### config.mk
export PLATFORM = sky130hd
export DESIGN_NAME = pwr_seq_ctrl
export DESIGN_NICKNAME = d
export VERILOG_FILES = /design/src/rtl/seq_pkg.sv /design/src/rtl/seq_sync.sv /design/src/rtl/seq_timer.sv /design/src/rtl/seq_outdrv.sv /design/src/rtl/pwr_seq_ctrl.sv
export SDC_FILE = /design/constraint.sdc
export NUM_CORES = 1
export LEC_CHECK = 0
export CAP_MARGIN = 5
export CORE_MARGIN = 2
export CORE_UTILIZATION = 30
export CTS_BUF_LIST = sky130_fd_sc_hd__clkbuf_4
export CTS_CLUSTER_SIZE = 30
export DETAILED_ROUTE_END_ITERATION = 10
export HOLD_SLACK_MARGIN = 0.1
export PLACE_DENSITY_LB_ADDON = 0.3
export SETUP_SLACK_MARGIN = 0.2
export SKIP_LAST_GASP = 1
export SYNTH_ARGS = -nofsm -noshare
export SYNTH_HDL_FRONTEND = slang
export SYNTH_SLANG_ARGS = --single-unit
### constraint.sdc
create_clock -name clk -period 4.95 [get_ports clk]
set_input_delay 0.495 -clock clk [delete_from_list [all_inputs] [get_ports clk]]
set_output_delay 0.495 -clock clk [all_outputs]
set_load 0.03 [all_outputs]
### src/rtl/seq_pkg.sv
package seq_pkg;

  typedef enum logic [2:0] {
    ST_IDLE  = 3'd0,
    ST_START = 3'd1,
    ST_RAMP  = 3'd2,
    ST_FULL  = 3'd3,
    ST_HOLD  = 3'd4,
    ST_DRAIN = 3'd5
  } seq_state_e;

  // thermometer decode: the lowest 'lvl' outputs are on
  function automatic logic [3:0] level_mask(input logic [2:0] lvl);
    logic [3:0] m;
    for (int i = 0; i < 4; i++) m[i] = (3'(i) < lvl);
    return m;
  endfunction

endpackage

### src/rtl/seq_sync.sv
module seq_sync #(
  parameter bit RST_VAL = 1'b0
) (
  input  logic clk,
  input  logic rst_n,
  input  logic d,
  output logic q
);
  logic meta_q;

  always_ff @(posedge clk) begin
    if (!rst_n) begin
      meta_q <= RST_VAL;
      q      <= RST_VAL;
    end else begin
      meta_q <= d;
      q      <= meta_q;
    end
  end
endmodule

### src/rtl/seq_timer.sv
module seq_timer #(
  parameter int W = 16
) (
  input  logic         clk,
  input  logic         rst_n,
  input  logic         restart,
  input  logic [W-1:0] limit,
  output logic         expired
);
  logic [W-1:0] cnt_q;

  always_ff @(posedge clk) begin
    if (!rst_n || restart) cnt_q <= '0;
    else if (!(&cnt_q))    cnt_q <= cnt_q + W'(1);
  end

  assign expired = (cnt_q == limit);
endmodule

### src/rtl/seq_outdrv.sv
module seq_outdrv #(
  parameter int LANES   = 4,
  parameter bit ACT_LOW = 1'b0
) (
  input  logic [LANES-1:0] on_mask,
  output logic [LANES-1:0] pins
);
  generate
    if (ACT_LOW) begin : g_low
      assign pins = ~on_mask;
    end else begin : g_high
      assign pins = on_mask;
    end
  endgenerate
endmodule

### src/rtl/pwr_seq_ctrl.sv
module pwr_seq_ctrl #(
  parameter int DLY_W       = 16,
  parameter bit OUT_ACT_LOW = 1'b0,
  parameter bit HAS_SEQ_EN  = 1'b1,
  parameter bit SEQ_ACT_LOW = 1'b0
) (
  input  logic             clk,
  input  logic             rst_n,
  input  logic             comp_ok,
  input  logic             seq_en_in,
  input  logic [DLY_W-1:0] start_dly,
  input  logic [DLY_W-1:0] dly_b,
  input  logic [DLY_W-1:0] dly_c,
  input  logic [DLY_W-1:0] dly_d,
  output logic [3:0]       en_out,
  output logic             busy,
  output logic [2:0]       state_o
);
  import seq_pkg::*;

  localparam int NOUT  = 4;
  localparam int LVL_W = $clog2(NOUT + 1);
  localparam logic [LVL_W-1:0] LVL_ONE  = LVL_W'(1);
  localparam logic [LVL_W-1:0] LVL_TOP  = LVL_W'(NOUT - 1);
  localparam logic [LVL_W-1:0] LVL_FULL = LVL_W'(NOUT);

  seq_state_e       st_q, st_d;
  logic [LVL_W-1:0] lvl_q, lvl_d;
  logic             go;
  logic             tmr_restart, tmr_done;
  logic [DLY_W-1:0] tmr_limit;
  logic [NOUT-1:0]  on_mask;

  // the stage delay is chosen by how many outputs are on; the same choice
  // serves turning the next one on and turning the top one off
  function automatic logic [DLY_W-1:0] stage_delay(input logic [LVL_W-1:0] lvl,
                                                   input logic [DLY_W-1:0] db,
                                                   input logic [DLY_W-1:0] dc,
                                                   input logic [DLY_W-1:0] dd);
    case (lvl)
      LVL_W'(2): return dc;
      LVL_W'(3): return dd;
      default:   return db;
    endcase
  endfunction

  generate
    if (HAS_SEQ_EN) begin : g_req
      logic req_sync;
      seq_sync #(.RST_VAL(SEQ_ACT_LOW)) u_sync (
        .clk   (clk),
        .rst_n (rst_n),
        .d     (seq_en_in),
        .q     (req_sync)
      );
      assign go = req_sync ^ SEQ_ACT_LOW;
    end else begin : g_noreq
      logic req_unused;
      assign req_unused = seq_en_in;
      assign go = 1'b1;
    end
  endgenerate

  always_comb begin
    st_d  = st_q;
    lvl_d = lvl_q;
    if (!comp_ok) begin
      st_d  = ST_IDLE;
      lvl_d = '0;
    end else begin
      case (st_q)
        ST_IDLE: if (go) st_d = ST_START;
        ST_START: begin
          if (!go) st_d = (lvl_q == '0) ? ST_IDLE : ST_HOLD;
          else if (tmr_done) begin
            lvl_d = lvl_q + LVL_ONE;
            st_d  = (lvl_q == LVL_TOP) ? ST_FULL : ST_RAMP;
          end
        end
        ST_RAMP: begin
          if (!go) st_d = ST_HOLD;
          else if (tmr_done) begin
            lvl_d = lvl_q + LVL_ONE;
            st_d  = (lvl_q == LVL_TOP) ? ST_FULL : ST_RAMP;
          end
        end
        ST_FULL: if (!go) st_d = ST_HOLD;
        ST_HOLD: begin
          if (go) st_d = (lvl_q == LVL_FULL) ? ST_FULL : ST_START;
          else if (tmr_done) begin
            lvl_d = lvl_q - LVL_ONE;
            st_d  = (lvl_q == LVL_ONE) ? ST_IDLE : ST_DRAIN;
          end
        end
        ST_DRAIN: begin
          if (go) st_d = ST_START;
          else if (tmr_done) begin
            lvl_d = lvl_q - LVL_ONE;
            st_d  = (lvl_q == LVL_ONE) ? ST_IDLE : ST_DRAIN;
          end
        end
        default: begin
          st_d  = ST_IDLE;
          lvl_d = '0;
        end
      endcase
    end
  end

  always_ff @(posedge clk) begin
    if (!rst_n) begin
      st_q  <= ST_IDLE;
      lvl_q <= '0;
    end else begin
      st_q  <= st_d;
      lvl_q <= lvl_d;
    end
  end

  assign tmr_limit   = (st_q == ST_START || st_q == ST_HOLD) ? start_dly
                     : stage_delay(lvl_q, dly_b, dly_c, dly_d);
  assign tmr_restart = (st_d != st_q) || (lvl_d != lvl_q)
                     || (st_q == ST_IDLE) || (st_q == ST_FULL);

  seq_timer #(.W(DLY_W)) u_timer (
    .clk     (clk),
    .rst_n   (rst_n),
    .restart (tmr_restart),
    .limit   (tmr_limit),
    .expired (tmr_done)
  );

  assign on_mask = level_mask(lvl_q);

  seq_outdrv #(.LANES(NOUT), .ACT_LOW(OUT_ACT_LOW)) u_drv (
    .on_mask (on_mask),
    .pins    (en_out)
  );

  assign state_o = st_q;
  assign busy    = st_q inside {ST_START, ST_RAMP, ST_HOLD, ST_DRAIN};
endmodule

==> run metrics <==
outcome=completed; RSZ-0062 raised after global routing=no; starting density of the core=slightly above 30%; # IOs=76; total global-route track usage=17.4%; worst hold stages=1; yosys warns=0; commonest non-fill, non-tap cell in the layout=clkdlybuf4s50_1; post-synth net total=389; largest net degree at the start of global routing=33; busiest layer in global routing=met2; WL final=roughly 8 mm; footprint of the multi-input gates=about 1700 µm²; Cell variety after synth=53; hold buffer count at cts=0; Final nets=approximately 450; Root Buffer=clkbuf_4; Setup crit start kind=flip-flop; Fin Setup TNS=0 ns; global-route wire length before repair=around 12 mm; area grow syn2layout=30.3%; share of the yosys chip area belonging to registers=between 10% and 20%; Worst Skew=~0.011 ns; Worst Hold Launch=g_req.u_sync.meta_q; Final Max Slew Viols=0; CTS resizes=0; vias in the first global route=~2500; VDD IR max=slightly below 0.06 mV; WP data arrival=4.34 ns; Hold Vio Cnt, Final=0; layout cell share with drive strength beyond 1=6.43%; r2r startpoint=state_o[2]; most frequent cells in the layout=clkdlybuf4s50_1 (75), nor3_1 (33), dfxtp_1 (24); # DRC=0; filler instances=approximately 850; number of H-tree levels=1; met2 GRT Util=between 20% and 30%; Worst Reg-to-Reg Cells=10; Req. time, crit path=between 5 and 6 ns; critical path fanouts, max=19; placed inst area=about 3200 µm²; synthesized area=roughly 2500 µm²; die area=8980 µm²; initial antenna violation count=0; number of synthesized flops with an enable pin=0; post-DP HPWL=5.85 mm; fin crit share=around 84%; CTS tree=yes; DRT iter0 DRCs=174; met1 usage=roughly 25%; fin area=between 3000 and 4000 µm²; fmax=between 0.2 and 0.25 GHz; register area=a little under 500 µm²; critical path class=flip-flop to flip-flop; power density over the cells=between 100 and 150 nW/µm²; HP Class=flip-flop to flip-flop; Final min period=4.17 ns; Slew HR=30.0%; drt pass-1 iters=5; Lkg Pwr=roughly 1.0 nW; die height=approximately 95 µm; crit path capture type=flip-flop; post-CTS setup buffers=0; GR Layer Usage met3=slightly below 3%; GRT overflow=0; DR WL/cell=between 15 and 20 µm; port bufs=75; Die X=94.8 µm; clk sink count=24; Seq cells post-synth=24; CTS Buffer Depth=2; crit path from=state_o[2]; Antenna diodes=0; cts bufs inserted=3; clock latency at the later pin of the worst-skew pair=approximately 0.32 ns; Final setup viols=0; clk slew on worst S/H paths=between 0.1 and 0.15 ns; DR vias/cell=between 5 and 6; via count=~2600; Mean Syn Cell Area=around 7.8 µm²; Post-Syn Instances=between 300 and 400; core area=around 8100 µm²; Primary FF master, synth=dfxtp_1; Max Cap Viol=0; Post-DRT Antenna Nets=0; RePlAce Congestion=0.870; Async SR Flop Fraction=0%; FP Rows=33; Worst-Margin Slew=~1.1 ns
critical path: stages, from the launching register on:
cell and delay [ns]:
dfxtp_1 0.57, xnor2_4 0.60, or2_1 0.57, a41oi_1 0.27, xnor2_1 0.20, nand4_1 0.12, nor4_1 0.29, buf_4 0.23
a21oi_1 0.07, o32ai_2 0.91, nor4_1 0.15
metal layers:
layer | wire (µm) | part of all wire, % | up-vias
li1 | - | - | 1310
met1 | 3770 | 47 | 1198
met2 | 3450 | 43 | 120
met3 | 685 | 8.5 | 11
met4 | 129 | 1.6 | 0
met5 | 0 | 0 | -
kinds of logic after synthesis:
| logic type | after synthesis | synth area share [%] |
|---|---|---|
| simple gates | 139 | 32.2 |
| xor+xnor | 29 | 11.0 |
| fa+ha+maj | 6 | 3.04 |
| mux | 5 | 2.23 |
| compound gates | 77 | 22.2 |
| buf+inv | 35 | 9.82 |
| flops | 24 | 19.4 |
final timing paths:
| check | endpoint | slack, ns |
|---|---|---|
| hold reg to reg | g_req.u_sync.q | 0.45 |
| hold / removal | g_req.u_sync.q | 0.45 |
| setup / recovery | u_timer.cnt_q[2] | 0.78 |
| setup reg to reg | u_timer.cnt_q[2] | 0.78 |
power breakdown:
| group | switching, mW | total [mW] | leakage (nW) | internal (mW) |
|---|---|---|---|---|
| combinational | 0.0307 | 0.0926 | 0.794 | 0.0619 |
| sequential | 0.00193 | 0.196 | 0.194 | 0.194 |
| clock | 0.0581 | 0.0866 | 0.0138 | 0.0285 |
| total | 0.0907 | 0.375 | 1.00 | 0.285 |
state kept, by name, indices dropped and copies added (netlist names):
signal,flops
g_req.u_sync.meta_q,1
state_o,3
g_req.u_sync.q,1
lvl_q,3
u_timer.cnt_q,16
final cells by class:
cell class                 instances  share of cell area, %
multi-input combinational        256                   54.3
timing repair buffer              83                   25.2
sequential                        24                   14.9
tap                              105                   4.08
inverter                           7                  0.816
clock buffer                       3                  0.699
synth_stat cells (all sizes together) (2+ instances only):
library cell / number / area [µm²]
a2111oi: 2 / 17.5
a32oi: 4 / 35.0
xor2: 9 / 78.8
nor3: 33 / 165
ha: 6 / 75.1
o21ai: 19 / 95.1
nor4: 3 / 18.8
or2: 5 / 31.3
clkbuf: 13 / 98.9
and4: 3 / 26.3
nand2: 17 / 63.8
o22ai: 2 / 12.5
nand4b: 12 / 105
a22oi: 12 / 90.1
and3: 2 / 12.5
and2: 3 / 18.8
a41oi: 12 / 120
nand4: 8 / 50.1
buf: 15 / 118
nand2b: 2 / 12.5
dfxtp: 24 / 480
inv: 7 / 26.3
a21oi: 12 / 60.1
a31oi: 5 / 31.3
o211ai: 2 / 15.0
nand3b: 14 / 105
nor2: 20 / 75.1
nand3: 9 / 45.0
xnor2: 20 / 194
nor2b: 3 / 18.8
a211oi: 2 / 20.0
mux2i: 4 / 40.0
through the flow:
stage | util (%) | hold slack (ns) | worst slack (ns) | power (mW) | instances
after floorplan | - | 0.412 | 1.40 | 0.230 | 315
after global placement | 39.5 | 0.417 | 0.894 | 0.293 | 475
after detailed placement | 39.5 | 0.426 | 0.872 | 0.292 | 475
after CTS | 39.8 | 0.458 | 0.839 | 0.378 | 478
after global routing | 39.8 | 0.486 | 0.300 | 0.394 | 478
final | 39.8 | 0.453 | 0.779 | 0.375 | 478
(Power assumes the default switching activity.)
